**src/rtl/rx_ring_pkg.sv**
```systemverilog
package rx_ring_pkg;
  typedef enum logic [2:0] {
    S_IDLE, S_RD, S_CHK, S_DATA, S_DROP, S_LEN_LO, S_LEN_HI, S_STAT
  } rx_state_e;

  typedef enum logic [1:0] {
    AS_STAT, AS_LEN_LO, AS_LEN_HI, AS_BUF
  } addr_sel_e;

  localparam logic [7:0] DESC_FREE  = 8'h80;
  localparam logic [7:0] DESC_DONE  = 8'h03;
  localparam int         LEN_EXTRA  = 4;
endpackage

```
**src/rtl/rx_slot_search.sv**
```systemverilog
module rx_slot_search #(
  parameter int IDX_W = 4
) (
  input  logic             clk_i,
  input  logic             rst_ni,
  input  logic             load_i,
  input  logic             step_i,
  input  logic [IDX_W-1:0] base_i,
  output logic [IDX_W-1:0] probe_o,
  output logic             last_o
);
  logic [IDX_W-1:0] probe_q, nxt, stop_pt;

  assign nxt     = probe_q + 1'b1;
  assign stop_pt = base_i - 1'b1;
  // entry behind the start point is never probed
  assign last_o  = (nxt == stop_pt);
  assign probe_o = probe_q;

  always_ff @(posedge clk_i or negedge rst_ni) begin
    if (!rst_ni)     probe_q <= '0;
    else if (load_i) probe_q <= base_i;
    else if (step_i) probe_q <= nxt;
  end
endmodule

```
**src/rtl/rx_addr_gen.sv**
```systemverilog
module rx_addr_gen
  import rx_ring_pkg::*;
#(
  parameter int AW         = 16,
  parameter int IDX_W      = 4,
  parameter int CNT_W      = 11,
  parameter int SLOT_BYTES = 1544,
  parameter int DESC_BYTES = 8,
  parameter int STAT_OFS   = 2,
  parameter int MLEN_OFS   = 6
) (
  input  logic [AW-1:0]    ring_base_i,
  input  logic [AW-1:0]    buf_base_i,
  input  logic [IDX_W-1:0] idx_i,
  input  logic [CNT_W-1:0] off_i,
  input  addr_sel_e        sel_i,
  output logic [AW-1:0]    addr_o
);
  logic [AW-1:0] desc_a, buf_a;

  assign desc_a = ring_base_i + AW'(idx_i) * AW'(DESC_BYTES);
  assign buf_a  = buf_base_i + AW'(idx_i) * AW'(SLOT_BYTES) + AW'(off_i);

  always_comb begin
    unique case (sel_i)
      AS_STAT:   addr_o = desc_a + AW'(STAT_OFS);
      AS_LEN_LO: addr_o = desc_a + AW'(MLEN_OFS);
      AS_LEN_HI: addr_o = desc_a + AW'(MLEN_OFS + 1);
      default:   addr_o = buf_a;
    endcase
  end
endmodule

```
**src/rtl/rx_evt_flags.sv**
```systemverilog
module rx_evt_flags (
  input  logic clk_i,
  input  logic rst_ni,
  input  logic set_i,
  input  logic clr_i,
  input  logic int_en_i,
  output logic rint_o,
  output logic intr_o,
  output logic irq_o
);
  logic rint_q, intr_q;

  always_ff @(posedge clk_i or negedge rst_ni) begin
    if (!rst_ni) begin
      rint_q <= 1'b0;
      intr_q <= 1'b0;
    end else if (set_i) begin
      rint_q <= 1'b1;
      intr_q <= 1'b1;
    end else if (clr_i) begin
      rint_q <= 1'b0;
      intr_q <= 1'b0;
    end
  end

  assign rint_o = rint_q;
  assign intr_o = intr_q;
  assign irq_o  = intr_q & int_en_i;
endmodule

```
**src/rtl/rx_ring_writer.sv**
```systemverilog
module rx_ring_writer
  import rx_ring_pkg::*;
#(
  parameter int AW         = 16,
  parameter int IDX_W      = 4,
  parameter int SLOT_BYTES = 1544,
  parameter int DESC_BYTES = 8,
  parameter int STAT_OFS   = 2,
  parameter int MLEN_OFS   = 6,
  parameter int LEN_W      = 16
) (
  input  logic             clk_i,
  input  logic             rst_ni,
  input  logic             stop_i,
  input  logic             int_en_i,
  input  logic             evt_clr_i,
  input  logic [AW-1:0]    ring_base_i,
  input  logic [AW-1:0]    buf_base_i,
  input  logic             rx_valid_i,
  input  logic [7:0]       rx_data_i,
  input  logic             rx_sof_i,
  input  logic             rx_eof_i,
  output logic             rx_ready_o,
  output logic             mem_req_o,
  output logic             mem_we_o,
  output logic [AW-1:0]    mem_addr_o,
  output logic [7:0]       mem_wdata_o,
  input  logic [7:0]       mem_rdata_i,
  output logic             rx_done_o,
  output logic [IDX_W-1:0] rx_idx_o,
  output logic             rint_o,
  output logic             intr_o,
  output logic             irq_o
);
  localparam int CNT_W = $clog2(SLOT_BYTES + 1);

  rx_state_e        state_q, state_d;
  logic [CNT_W-1:0] cnt_q;
  logic [IDX_W-1:0] idx_q, probe;
  logic             probe_last, srch_load, srch_step;
  logic             acc, room, store, done_q;
  logic [LEN_W-1:0] len;
  addr_sel_e        asel;

  rx_slot_search #(.IDX_W(IDX_W)) u_srch (
    .clk_i   (clk_i),
    .rst_ni  (rst_ni),
    .load_i  (srch_load),
    .step_i  (srch_step),
    .base_i  (idx_q),
    .probe_o (probe),
    .last_o  (probe_last)
  );

  rx_addr_gen #(
    .AW(AW), .IDX_W(IDX_W), .CNT_W(CNT_W), .SLOT_BYTES(SLOT_BYTES),
    .DESC_BYTES(DESC_BYTES), .STAT_OFS(STAT_OFS), .MLEN_OFS(MLEN_OFS)
  ) u_addr (
    .ring_base_i (ring_base_i),
    .buf_base_i  (buf_base_i),
    .idx_i       (probe),
    .off_i       (cnt_q),
    .sel_i       (asel),
    .addr_o      (mem_addr_o)
  );

  rx_evt_flags u_evt (
    .clk_i    (clk_i),
    .rst_ni   (rst_ni),
    .set_i    (store),
    .clr_i    (evt_clr_i),
    .int_en_i (int_en_i),
    .rint_o   (rint_o),
    .intr_o   (intr_o),
    .irq_o    (irq_o)
  );

  assign rx_ready_o = (state_q == S_DATA) || (state_q == S_DROP);
  assign acc        = rx_valid_i && rx_ready_o;
  assign room       = cnt_q < CNT_W'(SLOT_BYTES);
  assign store      = (state_q == S_STAT);
  assign len        = LEN_W'(cnt_q) + LEN_W'(LEN_EXTRA);

  always_comb begin
    state_d     = state_q;
    srch_load   = 1'b0;
    srch_step   = 1'b0;
    mem_req_o   = 1'b0;
    mem_we_o    = 1'b0;
    mem_wdata_o = rx_data_i;
    asel        = AS_STAT;
    unique case (state_q)
      S_IDLE: begin
        if (rx_valid_i) begin
          if (stop_i || !rx_sof_i) begin
            state_d = S_DROP;
          end else begin
            srch_load = 1'b1;
            state_d   = S_RD;
          end
        end
      end
      S_RD: begin
        mem_req_o = 1'b1;
        state_d   = S_CHK;
      end
      S_CHK: begin
        if (mem_rdata_i == DESC_FREE) state_d = S_DATA;
        else if (probe_last)          state_d = S_DROP;
        else begin
          srch_step = 1'b1;
          state_d   = S_RD;
        end
      end
      S_DATA: begin
        asel      = AS_BUF;
        mem_req_o = acc && room;
        mem_we_o  = acc && room;
        if (acc && rx_eof_i) state_d = S_LEN_LO;
      end
      S_DROP: begin
        if (acc && rx_eof_i) state_d = S_IDLE;
      end
      S_LEN_LO: begin
        asel        = AS_LEN_LO;
        mem_req_o   = 1'b1;
        mem_we_o    = 1'b1;
        mem_wdata_o = len[7:0];
        state_d     = S_LEN_HI;
      end
      S_LEN_HI: begin
        asel        = AS_LEN_HI;
        mem_req_o   = 1'b1;
        mem_we_o    = 1'b1;
        mem_wdata_o = len[15:8];
        state_d     = S_STAT;
      end
      S_STAT: begin
        asel        = AS_STAT;
        mem_req_o   = 1'b1;
        mem_we_o    = 1'b1;
        mem_wdata_o = DESC_DONE;
        state_d     = S_IDLE;
      end
      default: state_d = S_IDLE;
    endcase
  end

  always_ff @(posedge clk_i or negedge rst_ni) begin
    if (!rst_ni) begin
      state_q <= S_IDLE;
      cnt_q   <= '0;
      idx_q   <= '0;
      done_q  <= 1'b0;
    end else begin
      state_q <= state_d;
      done_q  <= store;
      if (state_q == S_CHK)            cnt_q <= '0;
      else if (state_q == S_DATA && acc && room) cnt_q <= cnt_q + 1'b1;
      // saved index moves by one per stored frame, not to slot+1
      if (store) idx_q <= idx_q + 1'b1;
    end
  end

  assign rx_done_o = done_q;
  assign rx_idx_o  = idx_q;
endmodule

```
**config.mk**
```make
export PLATFORM = sky130hd
export DESIGN_NAME = rx_ring_writer
export DESIGN_NICKNAME = d
export VERILOG_FILES = /design/src/rtl/rx_ring_pkg.sv /design/src/rtl/rx_slot_search.sv /design/src/rtl/rx_addr_gen.sv /design/src/rtl/rx_evt_flags.sv /design/src/rtl/rx_ring_writer.sv
export SDC_FILE = /design/constraint.sdc
export NUM_CORES = 1
export LEC_CHECK = 0
export BUFFER_PORTS_ARGS = -buffer_cell sky130_fd_sc_hd__buf_4
export CAP_MARGIN = 25
export CELL_PAD_IN_SITES_DETAIL_PLACEMENT = 0
export CELL_PAD_IN_SITES_GLOBAL_PLACEMENT = 1
export CORE_UTILIZATION = 44
export DETAILED_ROUTE_END_ITERATION = 6
export PLACE_DENSITY_LB_ADDON = 0.1
export SYNTH_ARGS = -nofsm -noshare
export SYNTH_HDL_FRONTEND = slang
export SYNTH_SLANG_ARGS = --single-unit
```
**constraint.sdc**
```tcl
create_clock -name clk_i -period 4.4 [get_ports clk_i]
set_input_delay 0.22 -clock clk_i [delete_from_list [all_inputs] [get_ports clk_i]]
set_output_delay 0.22 -clock clk_i [all_outputs]
set_load 0.005 [all_outputs]
```
==> results.cfg <==
[outcome]
status = complete, no violations

[timing]
final.period_utilization_pct = 86.2
rsz0062_at_grt = no
finalHoldViolCount = 0
maxSlewViolCount = 0
setup_violations = 0
worst_slew_pin_slew_ns = 0.987
setup_tns_ns = 0
clock_skew_ns = 0.00319
clock.fmax_mhz = 264
slew_headroom_pct = 33.8
layout_min_cycle_time_ns = 3.79

[worst_setup_path]
crit_slowest_cell = dfrtp_1
cp_max_fo = 6
r2r-end = cnt_q[5]
cp.arrival_ns = 3.57
crit_top_cell = ha_1
crit-reg2reg-launch = state_q[1]
end_kind = output port
reg2reg_depth = 6
reg2reg_slack_ns = 1.92
worstPathRequired_ns = 4.18
cp_cell_sequence = inv_1 > ha_1 > inv_1 > ha_1 > ha_1 > ha_1 > ha_1 > or3_1 > o31ai_1 > o21ai_0 > xnor2_1 > o211ai_1 > buf_4
startpoint_type = register
max_stage_delay_ns = 0.50
crit_type = reg2out

[clock_network]
clockBufferDepth = 2
ctsResizeCount = 0
path_clk_slew_ns = 0.10
cts_root_buffer = clkbuf_8
htreeDepth = 1
tritoncts = done
cts_buffers = 3
clock_latency_ns = 0.28
clock-sinks = 24

[worst_hold_path]
min_from = evt_clr_i
hp-class = in2reg
worstHoldPathCells = 2
hold_path_end = u_evt.intr_o

[power_and_ir_drop]
p_switching_w = 0.00167
power.density_nw_per_um2 = 686
power_w = 0.00320
p_clk_share_pct = 6.5
p_seq_share_pct = 13.6
p_leak_nw = 2.13
peakVddDrop_uv = 693
p_int_w = 0.00153
pwr-share-comb_pct = 79.9
netSwitchingFraction_pct = 52.1

[logic_synthesis]
synth_top_area_share_pct = 15.5
synth-edff-count = 0
synth_cells = 489
synth_top_cell_by_area = dfrtp_1
synth_warnings = 0
synth_cell_types = 73
synth_area_leaders = dfrtp_1, ha_1, xnor2_1, xor2_1, fa_1
synthesis.nets = 595
seq_area_frac_synth_pct = 15.5
async_flop_share_pct = 100
ys.flop_type = dfrtp_1
synthesis.area_um2 = 3880
avgSynthCellArea_um2 = 7.93
ys_ff_latch = 24
synth_common_cells = ha_1, nand2_1, nor2_1

[global_routing]
track_usage_pct = 26.4
grt_max_degree = 25
globalRouteOverflowTotal = 0
busiest_layer = met2
use_met3_pct = 3.32
antenna_found_initial = 0
grt_pass1_wl_um = 18700
grt_pass1_vias = 3678
gr-usage-met2_pct = 43.3
grtUsageMet1_pct = 38.4

[detailed_routing]
ant_nets = 0
vias = 3977
wirelength_um = 11900
drtPass1Iterations = 4
viasPerCell = 5.95
drc = 0
avgRoutedWirePerCell_um = 17.8
drtIter0Drc = 241

[placed_design]
placed_cells = 663
io_buffers = 90
hpwl_um = 9430
gp_congestion = 0.894

[cells_and_area]
fin_util_pct = 55.7
nets = 670
fin_cells = 668
drive_gt1_share_pct = 20.4
n_antenna_cell = 0
areaGrowthSynthToFinish_pct = 20.4

[die]
die_area_um2 = 9190
die_y_um = 95.9
core_area_um2 = 8380
ioPinCount = 91
rows = 33
die_w_um = 95.9
initial_core_util_pct = 46.3

[job]
maxCapViolCount = 0
## power groups by stage
stage | Combinational [W] | Clock [W] | Sequential (W)
floorplan | 0.00179 | 0 | 0.000359
global placement | 0.00249 | 0 | 0.000432
detailed placement | 0.00253 | 0 | 0.000438
CTS | 0.00255 | 0.000209 | 0.000433
global route | 0.00285 | 0.000220 | 0.000451
finish | 0.00256 | 0.000207 | 0.000435
## cell families after synthesis
family,after synthesis,share of synthesized area [%]
buffers and inverters,51,5.49
multiplexers,3,0.807
AND/OR/NAND/NOR,163,21.3
XOR/XNOR,61,14.0
adder cells (fa/ha/maj),50,17.9
AO/OA/AOI/OAI,137,25.0
flip-flops,24,15.5
## cell type report
| type | instances | area (um2) |
|---|---|---|
| Fill cell | 807 | 3710 |
| Multi-Input combinational cell | 414 | 3060 |
| Timing Repair Buffer | 92 | 693 |
| Sequential cell | 24 | 601 |
| Tap cell | 105 | 131 |
| Inverter | 29 | 109 |
| Clock buffer | 3 | 41.3 |
| Clock inverter | 1 | 30.0 |
## cells in the final DEF, fill, tap and decap left out, types with 5 or more instances in the layout
| master | instances |
|---|---|
| nand2b_1 | 7 |
| buf_4 | 91 |
| xor2_1 | 26 |
| ha_1 | 41 |
| nand4_1 | 9 |
| nand2_1 | 41 |
| o21bai_1 | 6 |
| nand3_1 | 19 |
| nor3_1 | 8 |
| a21oi_1 | 29 |
| o22ai_1 | 17 |
| a21o_1 | 6 |
| o211ai_1 | 6 |
| a22oi_1 | 12 |
| fa_1 | 9 |
| dfrtp_1 | 24 |
| inv_1 | 28 |
| or3_1 | 5 |
| nor2_1 | 38 |
| and3_1 | 7 |
| o21ai_0 | 23 |
| xnor2_1 | 34 |
## repair_timing
item,in CTS,in global routing
endpoints found under the hold margin,24,0
hold buffers,1,0
endpoints found under the setup margin,0,0
setup buffers,0,0
## routing by layer
layer,wire length [um],vias up
li1,-,1926
met1,5700,1911
met2,5440,136
met3,679,4
met4,40,0
met5,0,-
## state kept, by name, indices dropped and copies added, names as in the netlist
name	cells
state_q	3
u_evt.intr_o	1
u_srch.probe_o	4
cnt_q	11
rx_done_o	1
rx_idx_o	4
## per-stage QoR
step	instance area, um2	hold WS (ns)	setup slack [ns]
4_1_cts	4670	0.114	0.578
3_3_place_gp	4590	0.143	0.991
5_1_grt	4670	0.110	0.352
3_5_place_dp	4590	0.146	0.906
2_1_floorplan	3880	-0.0756	1.26
6_report	4670	0.113	0.605
## critical path: cells and delay by family (launching register included)
family | cells | cell delay [ns]
xor gates and xnor gates | 1 | 0.15
adders and majority gates | 5 | 1.38
buffers and inverters | 3 | 0.30
AOI/OAI and AO/OA | 3 | 0.64
DFF | 1 | 0.50
and+or+nand+nor | 1 | 0.31
## worst max path at each step
stage	startpoint	end	slack (ns)	depth (start not counted)
2_1_floorplan	u_srch.probe_o[2]	mem_addr_o[15]	1.26	12
3_3_place_gp	u_srch.probe_o[2]	mem_addr_o[15]	0.99	13
3_5_place_dp	u_srch.probe_o[2]	mem_addr_o[15]	0.91	13
6_report	u_srch.probe_o[2]	mem_addr_o[15]	0.61	13
5_1_grt	u_srch.probe_o[2]	mem_addr_o[15]	0.35	13
4_1_cts	u_srch.probe_o[2]	mem_addr_o[15]	0.58	13
Note: power is estimated with default switching activity, not from simulation.
